## src/rtl/hpc_pkg.sv

```systemverilog
package hpc_pkg;
    parameter int SAMP_W   = 8;
    parameter int NSAMP    = 6;
    parameter int STRIP_W  = 7;
    parameter int PER_WORD = NSAMP / 2;
    localparam int TIME_W  = $clog2(NSAMP);
    localparam int WORD_W  = PER_WORD * SAMP_W;
    localparam int HIT_W   = 1 + STRIP_W + SAMP_W + TIME_W;
    localparam int PAD_W   = WORD_W - HIT_W;

    typedef logic [SAMP_W-1:0] samp_t;

    typedef enum logic [1:0] {
        PH_IDLE = 2'd0,
        PH_HIT  = 2'd1,
        PH_SW0  = 2'd2,
        PH_SW1  = 2'd3
    } phase_e;

    typedef struct packed {
        phase_e                   phase;
        logic [STRIP_W-1:0]       strip;
        samp_t                    peak;
        logic [TIME_W-1:0]        ptime;
        logic                     snext;
        samp_t [NSAMP-1:0]        samps;
    } emit_state_t;
endpackage

```

## src/rtl/hpc_peak_find.sv

```systemverilog
module hpc_peak_find #(
    parameter int N  = 6,
    parameter int W  = 8,
    parameter int IW = 3
) (
    input  logic [N*W-1:0] samps,
    output logic [W-1:0]   peak,
    output logic [IW-1:0]  idx
);
    always_comb begin
        peak = samps[W-1:0];
        idx  = '0;
        for (int i = 1; i < N; i++) begin
            // strict compare keeps the earliest index on ties
            if (samps[i*W +: W] > peak) begin
                peak = samps[i*W +: W];
                idx  = IW'(i);
            end
        end
    end
endmodule

```

## src/rtl/hpc_dip_detect.sv

```systemverilog
module hpc_dip_detect #(
    parameter int N = 6,
    parameter int W = 8
) (
    input  logic [N*W-1:0] samps,
    input  logic [W-1:0]   margin,
    output logic           double_peak
);
    logic [W-1:0] s   [0:N-1];
    logic [W-1:0] pre [0:N-3];
    logic [W-1:0] suf [2:N-1];
    logic [N-2:1] dip;

    for (genvar g = 0; g < N; g++) begin : g_unpack
        assign s[g] = samps[g*W +: W];
    end

    assign pre[0] = s[0];
    for (genvar g = 1; g <= N-3; g++) begin : g_pre
        assign pre[g] = (s[g] > pre[g-1]) ? s[g] : pre[g-1];
    end

    assign suf[N-1] = s[N-1];
    for (genvar g = N-2; g >= 2; g--) begin : g_suf
        assign suf[g] = (s[g] > suf[g+1]) ? s[g] : suf[g+1];
    end

    for (genvar g = 1; g <= N-2; g++) begin : g_dip
        assign dip[g] = (pre[g-1] > s[g]) && (suf[g+1] > s[g])
                     && ((pre[g-1] - s[g]) > margin)
                     && ((suf[g+1] - s[g]) > margin);
    end

    assign double_peak = |dip;
endmodule

```

## src/rtl/hpc_emit.sv

```systemverilog
module hpc_emit
    import hpc_pkg::*;
(
    input  logic                 clk,
    input  logic                 rst_n,
    input  logic                 load,
    input  logic [STRIP_W-1:0]   strip,
    input  samp_t                peak,
    input  logic [TIME_W-1:0]    ptime,
    input  logic                 bad,
    input  logic [NSAMP*SAMP_W-1:0] samps,
    input  logic                 out_ready,
    output logic                 can_load,
    output logic                 out_valid,
    output logic [WORD_W-1:0]    out_data,
    output logic                 out_last
);
    emit_state_t q, d;

    always_comb begin
        out_valid = (q.phase != PH_IDLE);
        out_last  = ((q.phase == PH_HIT) && !q.snext) || (q.phase == PH_SW1);
        can_load  = (q.phase == PH_IDLE) || (out_ready && out_last);

        out_data = '0;
        case (q.phase)
            PH_HIT: out_data = {{PAD_W{1'b0}}, q.snext, q.strip, q.peak, q.ptime};
            PH_SW0: for (int m = 0; m < PER_WORD; m++)
                        out_data[m*SAMP_W +: SAMP_W] = q.samps[m];
            PH_SW1: for (int m = 0; m < PER_WORD; m++)
                        out_data[m*SAMP_W +: SAMP_W] = q.samps[PER_WORD+m];
            default: out_data = '0;
        endcase

        d = q;
        if (out_valid && out_ready) begin
            case (q.phase)
                PH_HIT:  d.phase = q.snext ? PH_SW0 : PH_IDLE;
                PH_SW0:  d.phase = PH_SW1;
                default: d.phase = PH_IDLE;
            endcase
        end
        if (load) begin
            d.phase = PH_HIT;
            d.strip = strip;
            d.peak  = peak;
            d.ptime = ptime;
            d.snext = bad;
            for (int i = 0; i < NSAMP; i++)
                d.samps[i] = samps[i*SAMP_W +: SAMP_W];
        end
    end

    always_ff @(posedge clk) begin
        if (!rst_n) begin
            q.phase <= PH_IDLE;
            q.strip <= '0;
            q.peak  <= '0;
            q.ptime <= '0;
            q.snext <= 1'b0;
            q.samps <= '0;
        end else begin
            q <= d;
        end
    end


    hold_stable_chk: assert property (@(posedge clk) disable iff (!rst_n)
        (out_valid && !out_ready) |=> (out_valid && $stable(out_data) && $stable(out_last)));


    one_hit_chk: assert property (@(posedge clk) disable iff (!rst_n)
        (out_valid && !out_last) |-> !can_load);


    sample_follow_chk: assert property (@(posedge clk) disable iff (!rst_n)
        (out_valid && out_ready && !out_last) |=> out_valid);


    edge_peak_chk: assert property (@(posedge clk) disable iff (!rst_n)
        ((q.phase == PH_HIT) && ((q.ptime == '0) || (q.ptime == TIME_W'(NSAMP-1)))) |-> q.snext);


    peak_at_time_chk: assert property (@(posedge clk) disable iff (!rst_n)
        (q.phase == PH_HIT) |-> ((q.ptime < TIME_W'(NSAMP)) && (q.samps[q.ptime] == q.peak)));

    for (genvar g = 0; g < NSAMP; g++) begin : g_cover

        peak_cover_chk: assert property (@(posedge clk) disable iff (!rst_n)
            (q.phase == PH_HIT) |-> (q.peak >= q.samps[g]));
    end
endmodule

```

## src/rtl/hit_peak_classifier.sv

```systemverilog
module hit_peak_classifier
    import hpc_pkg::*;
(
    input  logic                        clk,
    input  logic                        rst_n,
    input  logic [SAMP_W-1:0]           dip_margin,
    input  logic                        in_valid,
    output logic                        in_ready,
    input  logic [STRIP_W-1:0]          in_strip,
    input  logic [NSAMP*SAMP_W-1:0]     in_samples,
    output logic                        out_valid,
    input  logic                        out_ready,
    output logic [WORD_W-1:0]           out_data,
    output logic                        out_last
);
    samp_t              peak;
    logic [TIME_W-1:0]  pidx;
    logic               dbl;
    logic               edge_max;
    logic               bad;
    logic               load;

    hpc_peak_find #(.N(NSAMP), .W(SAMP_W), .IW(TIME_W)) peak_i (
        .samps (in_samples),
        .peak  (peak),
        .idx   (pidx)
    );

    hpc_dip_detect #(.N(NSAMP), .W(SAMP_W)) dip_i (
        .samps       (in_samples),
        .margin      (dip_margin),
        .double_peak (dbl)
    );

    assign edge_max = (pidx == '0) || (pidx == TIME_W'(NSAMP-1));
    assign bad      = dbl || edge_max;
    assign load     = in_valid && in_ready;

    hpc_emit emit_i (
        .clk       (clk),
        .rst_n     (rst_n),
        .load      (load),
        .strip     (in_strip),
        .peak      (peak),
        .ptime     (pidx),
        .bad       (bad),
        .samps     (in_samples),
        .out_ready (out_ready),
        .can_load  (in_ready),
        .out_valid (out_valid),
        .out_data  (out_data),
        .out_last  (out_last)
    );
endmodule

```

## config.mk

```make
export PLATFORM = sky130hd
export DESIGN_NAME = hit_peak_classifier
export DESIGN_NICKNAME = d
export VERILOG_FILES = /design/src/rtl/hpc_pkg.sv /design/src/rtl/hpc_peak_find.sv /design/src/rtl/hpc_dip_detect.sv /design/src/rtl/hpc_emit.sv /design/src/rtl/hit_peak_classifier.sv
export SDC_FILE = /design/constraint.sdc
export NUM_CORES = 1
export LEC_CHECK = 0
export ABC_AREA = 0
export BUFFER_PORTS_ARGS = -buffer_cell sky130_fd_sc_hd__buf_2
export CORE_MARGIN = 8
export CORE_UTILIZATION = 45
export DETAILED_ROUTE_END_ITERATION = 6
export GPL_TIMING_DRIVEN = 0
export RECOVER_POWER = 50
export SLEW_MARGIN = 20
export SYNTH_ARGS = -nofsm -noshare
export SYNTH_HDL_FRONTEND = slang
export SYNTH_SLANG_ARGS = --single-unit
```

## constraint.sdc

```tcl
create_clock -name clk -period 26.8 [get_ports clk]
set_input_delay 1.34 -clock clk [delete_from_list [all_inputs] [get_ports clk]]
set_output_delay 1.34 -clock clk [all_outputs]
set_load 0.005 [all_outputs]
```

==> impl_metrics.py <==
metrics = {
    "status": {
        "status": "complete, no violations",
    },
    "sta": {
        "period_needed_ns": 11.30,
        "skew_ns": 0.00567,
        "tns_ns": 0,
        "rsz0062_at_grt": "false",
        "fin_crit_sh": 0.422,
        "fmax_mhz": 88.5,
        "setup_violations": 0,
        "final-max-slew-violation-count": 0,
        "hold_viol": 0,
        "max-slew-margin-rel": 0.490,
        "holdWs_ns": 0.454,
        "tightest_slew_ns": 0.744,
    },
    "synthesis": {
        "ys_ff_latch": 69,
        "synth_cell_types": 59,
        "yosys-top-cells-area": "ha_1, dfxtp_1, a21oi_1, nand2_1, nor2_1",
        "yosysTopAreaCellShare": 0.223,
        "synth_edf_count": 0,
        "synthesis.area_sq_um": 7860,
        "yosysSeqAreaShare": 0.176,
        "post-synth-top-area-cell": "ha_1",
        "synthCells": 1006,
        "synth_ff_type": "dfxtp_1",
        "async_flop_share": 0,
        "synth_nets": 1221,
        "synth_area_per_cell_sq_um": 7.82,
        "yosysWarnings": 0,
    },
    "critical_path": {
        "worst_setup_path_start_kind": "primary input",
        "critPathMaxStageDelay_ns": 0.62,
        "ff2ff_setup_slack_ns": 24.28,
        "end_kind": "flip-flop",
        "endpoint": "emit_i.q[50]$_SDFFE_PN0P_",
        "r2r-end": "emit_i.q[62]$_SDFFE_PN0P_",
        "worstSetupStartpoint": "in_samples[8]",
        "crit-reg2reg-launch": "emit_i.q[67]$_SDFFE_PN0P_",
        "critPathArrivalTime_ns": 11.49,
        "worst-endpoint-required_ns": 26.98,
        "cp_num_cells": 40,
        "critPathKind": "primary input to flip-flop",
        "cp_max_fo": 10,
        "cp_slowest_cell": "clkbuf_1",
        "reg2reg_depth": 9,
        "worst-path-buf-inv": 10,
        "critPathTopFamily": "compound AO/OA/AOI/OAI gates",
    },
    "detailed_routing": {
        "ant_nets": 0,
        "vias": 7813,
        "finalWirelength_mm": 27.0,
        "post_drt_wl_per_cell_microns": 20.2,
        "route.detailed.drc": 0,
        "via_per_inst": 5.83,
        "drt_pre_antenna_iters": 7,
        "drt-initial-drc-count": 639,
    },
    "power_and_ir_drop": {
        "power_leakage_nw": 4.09,
        "p_total_uw": 571,
        "ir_drop_mv": 0.0337,
        "p_per_area_nw_per_um2": 64.3,
    },
    "final_layout": {
        "final_common_cell": "ha_1",
        "regArea_sq_um": 1380,
        "layout_common_cells": "ha_1, a21oi_1, nand2_1, buf_2, nor2_1",
        "multi_input_area_sq_um": 6020,
        "area_delta_synth_final_pct": 13.0,
        "drive_gt1_frac": 0.140,
        "fillers": 1772,
        "largest_registers": "emit_i.q (69)",
        "largest_register_ffs": 69,
        "final_nets": 1325,
        "final_core_util": 0.517,
        "diodes": 0,
        "regMostFlops": "emit_i.q",
    },
    "clocking": {
        "htree_num_levels": 3,
        "clock-root-buffer": "clkbuf_16",
        "cts.sinks": 69,
        "cts_setup_buffers": 0,
        "ctsHoldBuffers": 0,
        "cts_buffer_depth": 2,
        "clk-insertion-delay-late_ns": 0.33,
        "post_cts_resized": 0,
        "clkTransAtPathRegs_ns": 0.05,
        "cts_tree": "done",
        "cts_buffers": 9,
    },
    "global_route": {
        "grt_pass1_wl_mm": 41.4,
        "gr-total-overflow": 0,
        "grtUsageTotal": 0.241,
        "antenna_found_initial": 0,
        "grt_pass1_vias": 7655,
        "grt_max_degree": 11,
    },
    "floorplan": {
        "coreArea_sq_um": 17200,
        "die_y_microns": 148,
        "start_util": 0.458,
        "die_w_microns": 148,
        "row_count": 48,
        "fp.dieArea_sq_um": 22000,
        "num_io_pins": 94,
    },
    "placement": {
        "dp_hpwl_mm": 22.3,
        "port_buffers": 93,
        "place_congestion": 0.931,
    },
    "flow_run": {
        "drv_cap": 0,
    },
    "hold_path": {
        "holdCritPathClass": "flip-flop to flip-flop",
    },
}
-- cell usage after synthesis (4+ instances only) --
master and n:
a2111oi_2 7, a211oi_1 11, a21o_1 35, a21oi_1 133, a222oi_1 19, a22o_1 8
a22oi_1 5, a31oi_1 4, buf_2 4, clkbuf_1 34, dfxtp_1 69, fa_1 8
ha_1 140, inv_1 72, mux2_1 6, mux2_2 24, mux2i_1 8, nand2_1 129
nand2b_1 8, nand3_1 11, nand4_1 26, nor2_1 75, nor2b_1 7, nor3_1 8
nor4_1 5, o211ai_1 4, o21a_1 6, o21ai_0 36, o21ai_1 9, o21bai_1 9
o22ai_1 4, xnor2_1 27, xor2_1 21
-- worst min path at each step --
stage                              startpoint                         to  slack [ns]  cells after the start
floorplan           emit_i.q[10]$_SDFFE_PN0P_  emit_i.q[10]$_SDFFE_PN0P_        0.44                      2
global placement    emit_i.q[46]$_SDFFE_PN0P_  emit_i.q[46]$_SDFFE_PN0P_        0.44                      2
detailed placement  emit_i.q[23]$_SDFFE_PN0P_  emit_i.q[23]$_SDFFE_PN0P_        0.45                      2
CTS                 emit_i.q[23]$_SDFFE_PN0P_  emit_i.q[23]$_SDFFE_PN0P_        0.45                      2
global route        emit_i.q[43]$_SDFFE_PN0P_  emit_i.q[43]$_SDFFE_PN0P_        0.46                      2
finish              emit_i.q[25]$_SDFFE_PN0P_  emit_i.q[25]$_SDFFE_PN0P_        0.45                      2
-- final cells by class --
cell class | count | area share
Timing Repair Buffer | 93 | 0.0522
Clock inverter | 1 | 0.000563
Sequential cell | 69 | 0.155
Multi-Input combinational cell | 821 | 0.677
Buffer | 43 | 0.0214
Clock buffer | 14 | 0.0308
Inverter | 73 | 0.0308
Tap cell | 225 | 0.0317
-- per-layer routing --
layer  part of all wire  global-route usage  up-vias
li1                   -                   -     3851
met1               0.46               0.325     3686
met2               0.46               0.394      233
met3              0.063              0.0401       43
met4              0.019              0.0541        0
met5                  0                   0        -
-- stage by stage --
| stage | cell area, sq um | setup slack, ns | std cells |
|---|---|---|---|
| after floorplan | 7860 | 17.23 | 1006 |
| after CTS | 8890 | 15.71 | 1339 |
| after global routing | 8890 | 14.99 | 1339 |
| after global placement | 8610 | 15.49 | 1324 |
| final | 8890 | 15.50 | 1339 |
| after detailed placement | 8610 | 15.39 | 1324 |
-- worst reg2reg max path: stages, from the launching register on --
cell and delay [ns]:
dfxtp_1 0.36, inv_1 0.09, ha_1 0.19, clkbuf_1 0.24, a21o_1 0.24, nand2_1 0.10, clkbuf_1 0.46, clkbuf_1 0.47
nand2_1 0.10, a21oi_1 0.18
-- cells by family after synthesis --
group / after synthesis / share of synthesized area
and+or+nand+nor: 279 / 0.156
AOI/OAI and AO/OA: 307 / 0.257
muxes: 39 / 0.0549
adders and majority gates: 148 / 0.243
DFF: 69 / 0.176
xor gates and xnor gates: 48 / 0.0535
buffers and inverters: 116 / 0.0590
-- report_power, final --
group	total, mW	internal (mW)	leakage (nW)	switching [mW]
registers	0.120	0.112	0.568	0.00715
clock network	0.111	0.0696	0.139	0.0417
logic	0.340	0.142	3.39	0.198
total	0.571	0.324	4.09	0.247
(Power assumes the default switching activity.)
